`config.mk`:
```
export PLATFORM = sky130hd
export DESIGN_NAME = prbs_phase_ctl
export DESIGN_NICKNAME = d
export VERILOG_FILES = /design/src/rtl/prbs_chk_pkg.sv /design/src/rtl/prbs_phase_ctl.sv
export SDC_FILE = /design/constraint.sdc
export NUM_CORES = 1
export LEC_CHECK = 0
export CAP_MARGIN = 15
export CORE_ASPECT_RATIO = 1.2
export CORE_MARGIN = 2
export CORE_UTILIZATION = 45
export DETAILED_ROUTE_END_ITERATION = 12
export HOLD_SLACK_MARGIN = 0.15
export MAX_ROUTING_LAYER = met4
export PLACE_DENSITY_LB_ADDON = 0.25
export SLEW_MARGIN = 20
export SYNTH_ARGS = -nofsm -noshare
export SYNTH_HDL_FRONTEND = slang
export SYNTH_SLANG_ARGS = --single-unit
```
`constraint.sdc`:
```
create_clock -name clk -period 4.95 [get_ports clk]
set_input_delay 0.99 -clock clk [delete_from_list [all_inputs] [get_ports clk]]
set_output_delay 0.99 -clock clk [all_outputs]
set_load 0.005 [all_outputs]
```
`src/rtl/prbs_chk_pkg.sv`:
```
package prbs_chk_pkg;

  // Width of the expected-data history; covers the longest sequence.
  localparam int HIST_W = 31;

  typedef enum logic [2:0] {
    ST_IDLE = 3'd0,
    ST_SEED = 3'd1,
    ST_MEAS = 3'd2,
    ST_LOCK = 3'd3,
    ST_FAIL = 3'd4
  } chk_state_e;

  // Register length n of the selected sequence.
  function automatic logic [4:0] poly_len(input logic [1:0] sel);
    case (sel)
      2'd0:    return 5'd7;
      2'd1:    return 5'd15;
      default: return 5'd31;
    endcase
  endfunction

  // Second feedback lag t of the selected sequence.
  function automatic logic [4:0] poly_lag(input logic [1:0] sel);
    case (sel)
      2'd0:    return 5'd6;
      2'd1:    return 5'd14;
      default: return 5'd28;
    endcase
  endfunction

  // Predicted next bit: history bit 0 holds the newest bit.
  function automatic logic predict_bit(input logic [HIST_W-1:0] hist,
                                       input logic [1:0] sel);
    return hist[poly_len(sel) - 5'd1] ^ hist[poly_lag(sel) - 5'd1];
  endfunction

endpackage

```
`src/rtl/prbs_phase_ctl.sv`:
```
module prbs_phase_ctl
  import prbs_chk_pkg::*;
#(
  parameter int DLY_W = 3
) (
  input  logic             clk,
  input  logic             rst_n,
  input  logic             start,
  input  logic             rx_valid,
  input  logic [1:0]       poly_sel,
  input  logic [DLY_W-1:0] init_delay,
  input  logic             win_done,
  input  logic             win_pass,
  output chk_state_e       state,
  output logic [1:0]       sel_q,
  output logic [DLY_W-1:0] delay_code,
  output logic             seed_en,
  output logic             run_en,
  output logic             meas_en
);

  localparam int STEPS = 1 << DLY_W;
  localparam logic [DLY_W-1:0] LAST_TRY = DLY_W'(STEPS - 1);

  logic [4:0]       seed_cnt;
  logic [DLY_W-1:0] tries;
  logic             seed_last;
  logic             last_try;
  logic             step_ev;

  assign seed_en   = (state == ST_SEED) && rx_valid && !start;
  assign run_en    = ((state == ST_MEAS) || (state == ST_LOCK)) && rx_valid && !start;
  assign meas_en   = (state == ST_MEAS) && rx_valid && !start;
  assign seed_last = (seed_cnt == (poly_len(sel_q) - 5'd1));
  assign last_try  = (tries == LAST_TRY);
  assign step_ev   = (state == ST_MEAS) && win_done && !win_pass && !last_try;

  always_ff @(posedge clk or negedge rst_n) begin
    if (!rst_n) begin
      state      <= ST_IDLE;
      sel_q      <= 2'd0;
      delay_code <= '0;
      tries      <= '0;
      seed_cnt   <= 5'd0;
    end else if (start) begin
      state      <= ST_SEED;
      sel_q      <= poly_sel;
      delay_code <= init_delay;
      tries      <= '0;
      seed_cnt   <= 5'd0;
    end else begin
      case (state)
        ST_SEED: begin
          if (rx_valid) begin
            if (seed_last) begin
              state    <= ST_MEAS;
              seed_cnt <= 5'd0;
            end else begin
              seed_cnt <= seed_cnt + 5'd1;
            end
          end
        end
        ST_MEAS: begin
          if (win_done) begin
            if (win_pass) begin
              state <= ST_LOCK;
            end else if (last_try) begin
              state <= ST_FAIL;
            end else begin
              state      <= ST_SEED;
              delay_code <= delay_code + DLY_W'(1);
              tries      <= tries + DLY_W'(1);
            end
          end
        end
        default: begin
        end
      endcase
    end
  end

  AST_START_LOADS: assert property (@(posedge clk) disable iff (!rst_n)
    start |=> (delay_code == $past(init_delay)) && (state == ST_SEED));

  AST_DELAY_STEP: assert property (@(posedge clk) disable iff (!rst_n)
    (step_ev && !start) |=> (delay_code == $past(delay_code) + DLY_W'(1))
                            && (state == ST_SEED));

  AST_FAIL_STICKY: assert property (@(posedge clk) disable iff (!rst_n)
    (state == ST_FAIL && !start) |=> (state == ST_FAIL) && $stable(delay_code));

  AST_LOCK_STICKY: assert property (@(posedge clk) disable iff (!rst_n)
    (state == ST_LOCK && !start) |=> (state == ST_LOCK) && $stable(delay_code));

  AST_SEED_IN_RANGE: assert property (@(posedge clk) disable iff (!rst_n)
    (state == ST_SEED) |-> (seed_cnt < poly_len(sel_q)));

endmodule

```
# Word-level counts from Yosys, hierarchy flattened
# Index checks and enable logic that the tools add are counted.
# W data, S select, Z words.
# word_totals
word_cells	59
inputBits	11
ff_bits	16
out_inout_bits	11
# classes
mux	22
addsub	4
n_reduce_logical	17
n_eq_ne	11
# ops
cell	n
$mux W3	16
$mux W5	4
$pmux W5 S2	1
$ne A3 B3 Y1 const B	3
$reduce_and A4 Y1	2
$reduce_bool A2 Y1	4
$add A3 B1 Y3 const B	2
$eq A3 B2 Y1 const B	2
$logic_and A1 B1 Y1	6
$pmux W3 S2	1
$add A5 B1 Y5 const B	1
$eq A5 B5 Y1	1
$sub A5 B1 Y5 const B	1
$ne A2 B2 Y1 const B	2
$eq A3 B1 Y1 const B	1
$eq A3 B3 Y1 const B	1
$reduce_bool A3 Y1	1
$eq A2 B1 Y1 const B	1
$logic_not A2 Y1	1
$reduce_and A2 Y1	1
$logic_not A1 Y1	1
$logic_or A1 B1 Y1	1

# Longest topological paths before layout
# Gate-level depths: netlist (run 1).
# logic_depth
ltp_word	8
mapped_depth	6
ltp_nobuf	6

# Least setup slack after synthesis (run 1)
# Ideal clock, no wire load.
# synth_timing
kind	input to output
startpoint	in start
endpoint	out seed_en
cell_stages	3
t_required_ns	3.960
n_path_buf	2
t_arrival_ns	1.600
setup_slack_ns	2.360
cell_sequence	clkbuf_1 -> buf_1 -> nor2_1
# synth_via
elab_chain_cells	2
# synth_rtl
item	line	source
start, declared	prbs_phase_ctl.sv:8	input logic start,
$logic_not A1 Y1	prbs_phase_ctl.sv:31	assign seed_en = (state == ST_SEED) && rx_valid && !start;
$logic_and A1 B1 Y1	prbs_phase_ctl.sv:31	
end, declared	prbs_phase_ctl.sv:17	output logic seed_en,
# Every way passes these cells.

# Final worst setup path (run 1)
# layout_timing
startpoint	in rx_valid
endpoint	out seed_en
# layout_via
elab_chain_cells	2
# layout_rtl
item	line	source
start, declared	prbs_phase_ctl.sv:9	input logic rx_valid,
$logic_and A1 B1 Y1 (2 in series)	prbs_phase_ctl.sv:31	
# Every way passes these cells.

==> results of run 1 <==
layer usage:
layer  part of all wire  up-vias  track usage
met4              0.035        0        0.141
met5                  0        -            -
met2               0.51       15        0.316
met1               0.43      350        0.211
li1                   -      364            -
met3              0.024        7       0.0310
worst max path at each step:
| stage | cells after the start | end | from | slack, ps |
|---|---|---|---|---|
| after floorplan | 3 | seed_en | start | 2360 |
| after global placement | 4 | seed_en | rx_valid | 1360 |
| after detailed placement | 4 | seed_en | rx_valid | 1310 |
| after CTS | 4 | seed_en | rx_valid | 1310 |
| after global routing | 4 | seed_en | rx_valid | 1200 |
| final | 4 | seed_en | rx_valid | 1320 |
critical path, cell delays in order:
cell             delay, ps
clkdlybuf4s50_1        520
nand4bb_1              400
nor2_1                 200
clkdlybuf4s50_1        520
cell usage in the layout, fill, tap and decap left out, types with 3 or more instances in the layout:
cell type        count
ha_1                 5
dfrtp_1             16
mux2i_1              3
nand3_1              4
o21ai_0              5
nand2_1              9
a21oi_1              3
clkdlybuf4s50_1     21
nor2_1               7
nor3b_1              3
a31oi_1              3
xor2_1               3
clkbuf_4             3
cell families (layout without fill, tap and decap cells):
kind of cell    count (synthesis)  in the layout  share of synthesized area
compound gates                 16             16                      0.114
xor+xnor                        4              4                     0.0400
fa+ha+maj                       5              5                     0.0713
buf+inv                         4             26                     0.0171
flops                          16             16                      0.456
mux                             5              5                     0.0599
simple gates                   37             37                      0.241
final cells by class:
class	instances	area (um^2)	area share
inverters	1	3.75	0.00332
repair buffers	22	218	0.193
clock buffers	3	22.5	0.0199
well taps	19	23.8	0.0210
flip-flops and latches	16	400	0.354
multi-input cells	67	462	0.409
state kept, by name, summed over array words and instances, names as in the netlist:
signal	count
delay_code	3
sel_q	2
seed_cnt	5
state	3
tries	3
power groups by stage:
stage                     combinational [uW]  sequential, uW  clock [uW]
after global placement                  36.4             143           0
after CTS                               37.1             141        71.2
final                                   36.4             141        67.3
after floorplan                         14.0             143           0
after global routing                    41.2             142        76.5
after detailed placement                36.9             143           0
metrics by stage:
stage / area, um^2 / util / cells / total power [uW] / setup slack [ps]
after floorplan: 877 / - / 87 / 157 / 2360
after global placement: 1110 / 0.605 / 125 / 180 / 1360
after detailed placement: 1110 / 0.605 / 125 / 180 / 1310
after CTS: 1130 / 0.618 / 128 / 249 / 1310
after global routing: 1130 / 0.618 / 128 / 259 / 1200
final: 1130 / 0.618 / 128 / 244 / 1320
==> flow_metrics.tcl, run 1 <==
set metrics [dict create \
    cts_resized 0 \
    clk_pin_slew_worst_paths_ps 80 \
    die_h_um 52.4 \
    grt_pass1_vias 732 \
    maxCapViolations 0 \
    drt_iter0_drc 8 \
    fin_crit_sh 0.733 \
    synth_area_leaders "dfrtp_1 46%, ha_1 7.1%, nand2_1 3.9%" \
    tightest_slew_ps 721 \
    clock-skew-final_ps 1.84 \
    rrSetupSlack_ps 3140 \
    intPower_uw 186 \
    power_frac_seq 0.576 \
    worstPathRequired_ps 3960 \
    ys_types 32 \
    rsz0062_at_grt "false" \
    portBuffers 21 \
    num_rows 17 \
    min_path_type "flop to flop" \
    switching_share 0.240 \
    initial_core_util 0.479 \
    antenna_found_initial 0 \
    synth.cell_area_um2 877 \
    clock_path_buffers 2 \
    min_delay_path_depth 2 \
    core-area_um2 1830 \
    clock_latency_ps 280 \
    timing.final.hold_violations 0 \
    finalWeightedCongestion 0.829 \
    clock-root-buffer "clkbuf_4" \
    arrival_ps 2640 \
    worst-path-max-fanout 13 \
    cts_sinks 16 \
    routed_wl_um 1810 \
    hold_ws_ps 534 \
    synth_edf_count 0 \
    die_x_um 44.3 \
    hold_end "tries[1]" \
    reg2reg_from "seed_cnt[0]" \
    status "finished, final reports clean" \
    nNetsFinal 127 \
    vias 736 \
    dieArea_um2 2320 \
    drt-pass1-iter-count 4 \
    grt_use_total 0.194 \
    ios 22 \
    end_kind "primary output" \
    drive_gt1_frac 0.0550 \
    ys_async_sr_fraction 1.00 \
    synth_seq_area_share 0.456 \
    diodes 0 \
    report.final.slew_viol_count 0 \
    route.detailed.drc 0 \
    setup_viol 0 \
    cts_tree "done" \
    grt.overflow.total 0 \
    cts_hold_buf 0 \
    max_slew_margin 0.518 \
    syn-instance-count 87 \
    dp_hpwl_um 1370 \
    synthesis.nets 103 \
    fin_setup_tns_ps 0 \
    nFillCells 176 \
    grt_pass1_wl_um 3100 \
    cp-start-kind "primary input" \
    via_per_inst 5.75 \
    p_leak_uw 0.000500 \
    grt_max_degree 17 \
    post_cts_buffers 0 \
    synth_top_area_frac 0.456 \
    fmax_mhz 276 \
    powerDensity_nw_per_um2 216 \
    cts_made_buffers 3 \
    drtAntennaViolNets 0 \
    vdd_drop_max_uv 132 \
    synth_area_per_cell_um2 10.1 \
    synth_most_common_cell "dfrtp_1" \
    synth_top_cell_by_area "dfrtp_1" \
    cts_max_level 1 \
    worstReg2RegEnd "seed_cnt[3]" \
    ff2ff_path_depth 6 \
    synth-seq-cells 16 \
    synthTopCellsByCount "16 x dfrtp_1, 9 x nand2_1, 7 x nor2_1" \
    ys_warn_count 0 \
    synthFlopType "dfrtp_1" \
    power_switching_uw 58.7 \
    hold_start "tries[1]" \
    critPathKind "primary input to primary output" \
    power_frac_clock 0.275 \
    area_growth_pct 28.8 \
    power.share.combinational 0.149 \
    wl_per_cell_um 14.1 \
    min_period_ps 3630 \
]
Note: power is estimated with default switching activity, not from simulation.
==> run 2, diff against run 1 <==
Clock period 4.95 ns to 3.6 ns, I/O delays scaled along.
==> flow_metrics.tcl, run 2 (synthesized netlist as in run 1, its figures left out) <==
set metrics [dict create \
    die_h_um 52.4 \
    largest_reg_flops 5 \
    nFillCells 151 \
    final_cell_mix "21 x clkdlybuf4s50_1, 16 x dfrtp_1, 9 x nand2_1, 7 x nor2_1" \
    min_period_ps 2850 \
    grt_pass1_wl_um 3240 \
    arrival_ps 2130 \
    clock-skew-final_ps 3.31 \
    clock_path_buffers 2 \
    fmax_mhz 351 \
    timing.final.hold_violations 0 \
    core-area_um2 1830 \
    final_common_cell "clkdlybuf4s50_1" \
    cts_max_level 1 \
    drt-pass1-iter-count 4 \
    nNetsFinal 128 \
    maxCapViolations 0 \
    status "finished, final reports clean" \
    p_total_uw 335 \
    fin_setup_tns_ps 0 \
    antenna_found_initial 0 \
    end_kind "primary output" \
    rsz0062_at_grt "false" \
    portBuffers 21 \
    ios 22 \
    instances_no_fill 129 \
    cts_made_buffers 3 \
    worst-path-max-fanout 13 \
    vdd_drop_max_uv 179 \
    via_per_inst 5.78 \
    initial_core_util 0.479 \
    grt_pass1_vias 740 \
    worstPathRequired_ps 2880 \
    dp_hpwl_um 1310 \
    area_growth_pct 29.7 \
    cts_tree "done" \
    finalWeightedCongestion 0.815 \
    post_cts_buffers 0 \
    route.detailed.drc 0 \
    drt_iter0_drc 11 \
    cts_resized 0 \
    die_x_um 44.3 \
    clock-root-buffer "clkbuf_4" \
    ff2ff_path_depth 6 \
    pre_cts_ws_ps 767 \
    max_slew_margin 0.507 \
    p_leak_uw 0.000505 \
    clock_latency_ps 280 \
    diodes 0 \
    critPathKind "primary input to primary output" \
    min_path_type "flop to flop" \
    wl_per_cell_um 13.7 \
    grt.overflow.total 0 \
    grt_max_degree 18 \
    setup_viol 0 \
    cts_sinks 16 \
    powerDensity_nw_per_um2 295 \
    routed_wl_um 1760 \
    vias 745 \
    clk_pin_slew_worst_paths_ps 80 \
    cts_hold_buf 0 \
    tightest_slew_ps 736 \
    report.final.slew_viol_count 0 \
    num_rows 17 \
    fin_crit_sh 0.790 \
    top_register "seed_cnt" \
    setup_ws_ps 755 \
    min_delay_path_depth 2 \
    drtAntennaViolNets 0 \
    cp-start-kind "primary input" \
    drive_gt1_frac 0.0636 \
    grt_use_total 0.198 \
    numPlacedInstances 126 \
    dieArea_um2 2320 \
]
## run 2: through the flow
| stage | area, um^2 | hold slack, ps | utilization |
|---|---|---|---|
| final | 1140 | 545 | 0.622 |
| after global routing | 1140 | 579 | 0.622 |
| after CTS | 1140 | 545 | 0.622 |
| after detailed placement | 1110 | 525 | 0.609 |
| after global placement | 1110 | 522 | 0.609 |
| after floorplan | 877 | 424 | - |
## run 2: final timing paths
| path | endpoint | slack, ps | start |
|---|---|---|---|
| max | seed_en | 750 | rx_valid |
| min | tries[1] | 540 | tries[1] |
| max reg2reg | seed_cnt[3] | 1790 | seed_cnt[0] |
| min reg2reg | tries[1] | 540 | tries[1] |
| max in group asynchronous | seed_cnt[0] | 2260 | rst_n |
| min in group asynchronous | sel_q[1] | 870 | rst_n |
## run 2: routing by layer
metal  share of wire  routed length [um]  GRT usage
met3           0.025                  44     0.0310
met1            0.44                 783      0.229
met2            0.52                 915      0.328
met4          0.0097                  17      0.101
met5               0                   0          -
## run 2: area by class of cell
cell class | instances | area [um^2] | share of cell area
clock buffer | 3 | 22.5 | 0.0198
multi-input combinational | 67 | 462 | 0.406
tap | 19 | 23.8 | 0.0209
timing repair buffer | 23 | 225 | 0.198
sequential | 16 | 400 | 0.352
inverter | 1 | 3.75 | 0.00330
## run 2: power breakdown
part | internal, uW | total (uW) | switching (uW)
logic | 30.7 | 51.4 | 20.7
registers | 187 | 194 | 6.82
clock network | 38.7 | 90.2 | 51.4
## run 2: worst max-delay path: stages
cell             delay (ps)
clkdlybuf4s50_1         520
nand4bb_1               110
buf_4                   190
nor2_1                   90
clkdlybuf4s50_1         500
==> run 3, diff against run 2 <==
Clock period 3.6 ns to 2.9 ns, I/O delays scaled along.
==> flow_metrics.tcl, run 3 (synthesized netlist as in run 1, its figures left out) <==
set metrics [dict create \
    reg2reg_from "seed_cnt[0]" \
    pre_cts_ws_ps 284 \
    hold_end "tries[1]" \
    dieArea_um2 2320 \
    status "finished, final reports clean" \
    ios 22 \
    setup_ws_ps 295 \
    clock-root-buffer "clkbuf_4" \
    die_h_um 52.4 \
    p_leak_uw 0.000510 \
    hold_ws_ps 543 \
    drive_gt1_frac 0.0721 \
    fin_setup_tns_ps 0 \
    multi_input_area_um2 462 \
    wl_per_cell_um 14.5 \
    nNetsFinal 129 \
    setup_viol 0 \
    post_cts_buffers 0 \
    grt_max_degree 17 \
    arrival_ps 2030 \
    cts_hold_buf 0 \
    antenna_found_initial 0 \
    clk_pin_slew_worst_paths_ps 80 \
    num_rows 17 \
    seq_area_um2 400 \
    drt-pass1-iter-count 4 \
    final_cell_mix "21 x clkdlybuf4s50_1, 16 x dfrtp_1, 9 x nand2_1, 7 x nor2_1" \
    portBuffers 21 \
    end_kind "primary output" \
    dp_hpwl_um 1440 \
    min_period_ps 2610 \
    drtAntennaViolNets 0 \
    timing.final.hold_violations 0 \
    clock-skew-final_ps 1.76 \
    maxCapViolations 0 \
    grt_pass1_wl_um 3390 \
    via_per_inst 5.69 \
    core-area_um2 1830 \
    vdd_drop_max_uv 288 \
    hold_start "tries[1]" \
    route.detailed.drc 0 \
    drt_iter0_drc 10 \
    powerDensity_nw_per_um2 365 \
    fin_crit_sh 0.898 \
    max_slew_margin 0.521 \
    finalWeightedCongestion 0.801 \
    report.final.slew_viol_count 0 \
    p_total_uw 418 \
    min_delay_path_depth 2 \
    die_x_um 44.3 \
    placed_cell_area_um2 1120 \
    rsz0062_at_grt "false" \
    nFillCells 157 \
    top_register "seed_cnt" \
    final_area_um2 1140 \
    ff2ff_path_depth 6 \
    initial_core_util 0.479 \
    final_common_cell "clkdlybuf4s50_1" \
    diodes 0 \
    cts_resized 0 \
    cts_max_level 1 \
    grt_pass1_vias 758 \
    vias 740 \
    worstPathRequired_ps 2320 \
    cts_made_buffers 3 \
    grt_use_total 0.214 \
    critPathKind "primary input to primary output" \
    clock_path_buffers 2 \
    cts_tree "done" \
    grt.overflow.total 0 \
    largest_reg_flops 5 \
    area_growth_pct 30.5 \
    tightest_slew_ps 717 \
    clock_latency_ps 280 \
    routed_wl_um 1880 \
    min_path_type "flop to flop" \
    cp-start-kind "primary input" \
    cts_sinks 16 \
    worst-path-max-fanout 3 \
    worstReg2RegEnd "seed_cnt[3]" \
    fmax_mhz 384 \
    rrSetupSlack_ps 1090 \
]
-- run 3: cell types whose count changed in the layout (fill, tap and decap cells not counted) --
| cell | change |
|---|---|
| buf_4 | +1 |
-- run 3: worst max-delay path by stage --
stage | from | to | slack [ps] | cells past startpoint
finish | rx_valid | run_en | 290 | 3
global route | rx_valid | run_en | 270 | 3
CTS | rx_valid | run_en | 280 | 3
detailed placement | rx_valid | run_en | 280 | 3
global placement | rx_valid | run_en | 410 | 3
floorplan | start | seed_en | 1130 | 3
-- run 3: area by class of cell --
type,instances,area share
multi-input combinational,67,0.403
sequential,16,0.350
timing repair buffer,24,0.203
tap,19,0.0208
clock buffer,3,0.0197
inverter,1,0.00328
-- run 3: where the power goes --
part	internal [uW]	total, uW	switching [uW]
logic	39.0	64.9	26.0
registers	232	240	8.56
clock network	48.2	113	64.7
-- run 3: routing by layer --
layer	wire length [um]	GRT usage	vias to the layer above
li1	-	-	370
met1	808	0.252	350
met2	962	0.336	14
met3	57	0.0414	6
met4	53	0.126	0
met5	0	-	-
-- run 3: metrics by stage --
step / instances / utilization
finish: 130 / 0.626
global route: 130 / 0.626
CTS: 130 / 0.626
floorplan: 87 / -
global placement: 127 / 0.614
detailed placement: 127 / 0.614
-- run 3: critical path, stage by stage --
cell             delay, ps
clkdlybuf4s50_1        520
nor4bb_1               360
clkdlybuf4s50_1        570
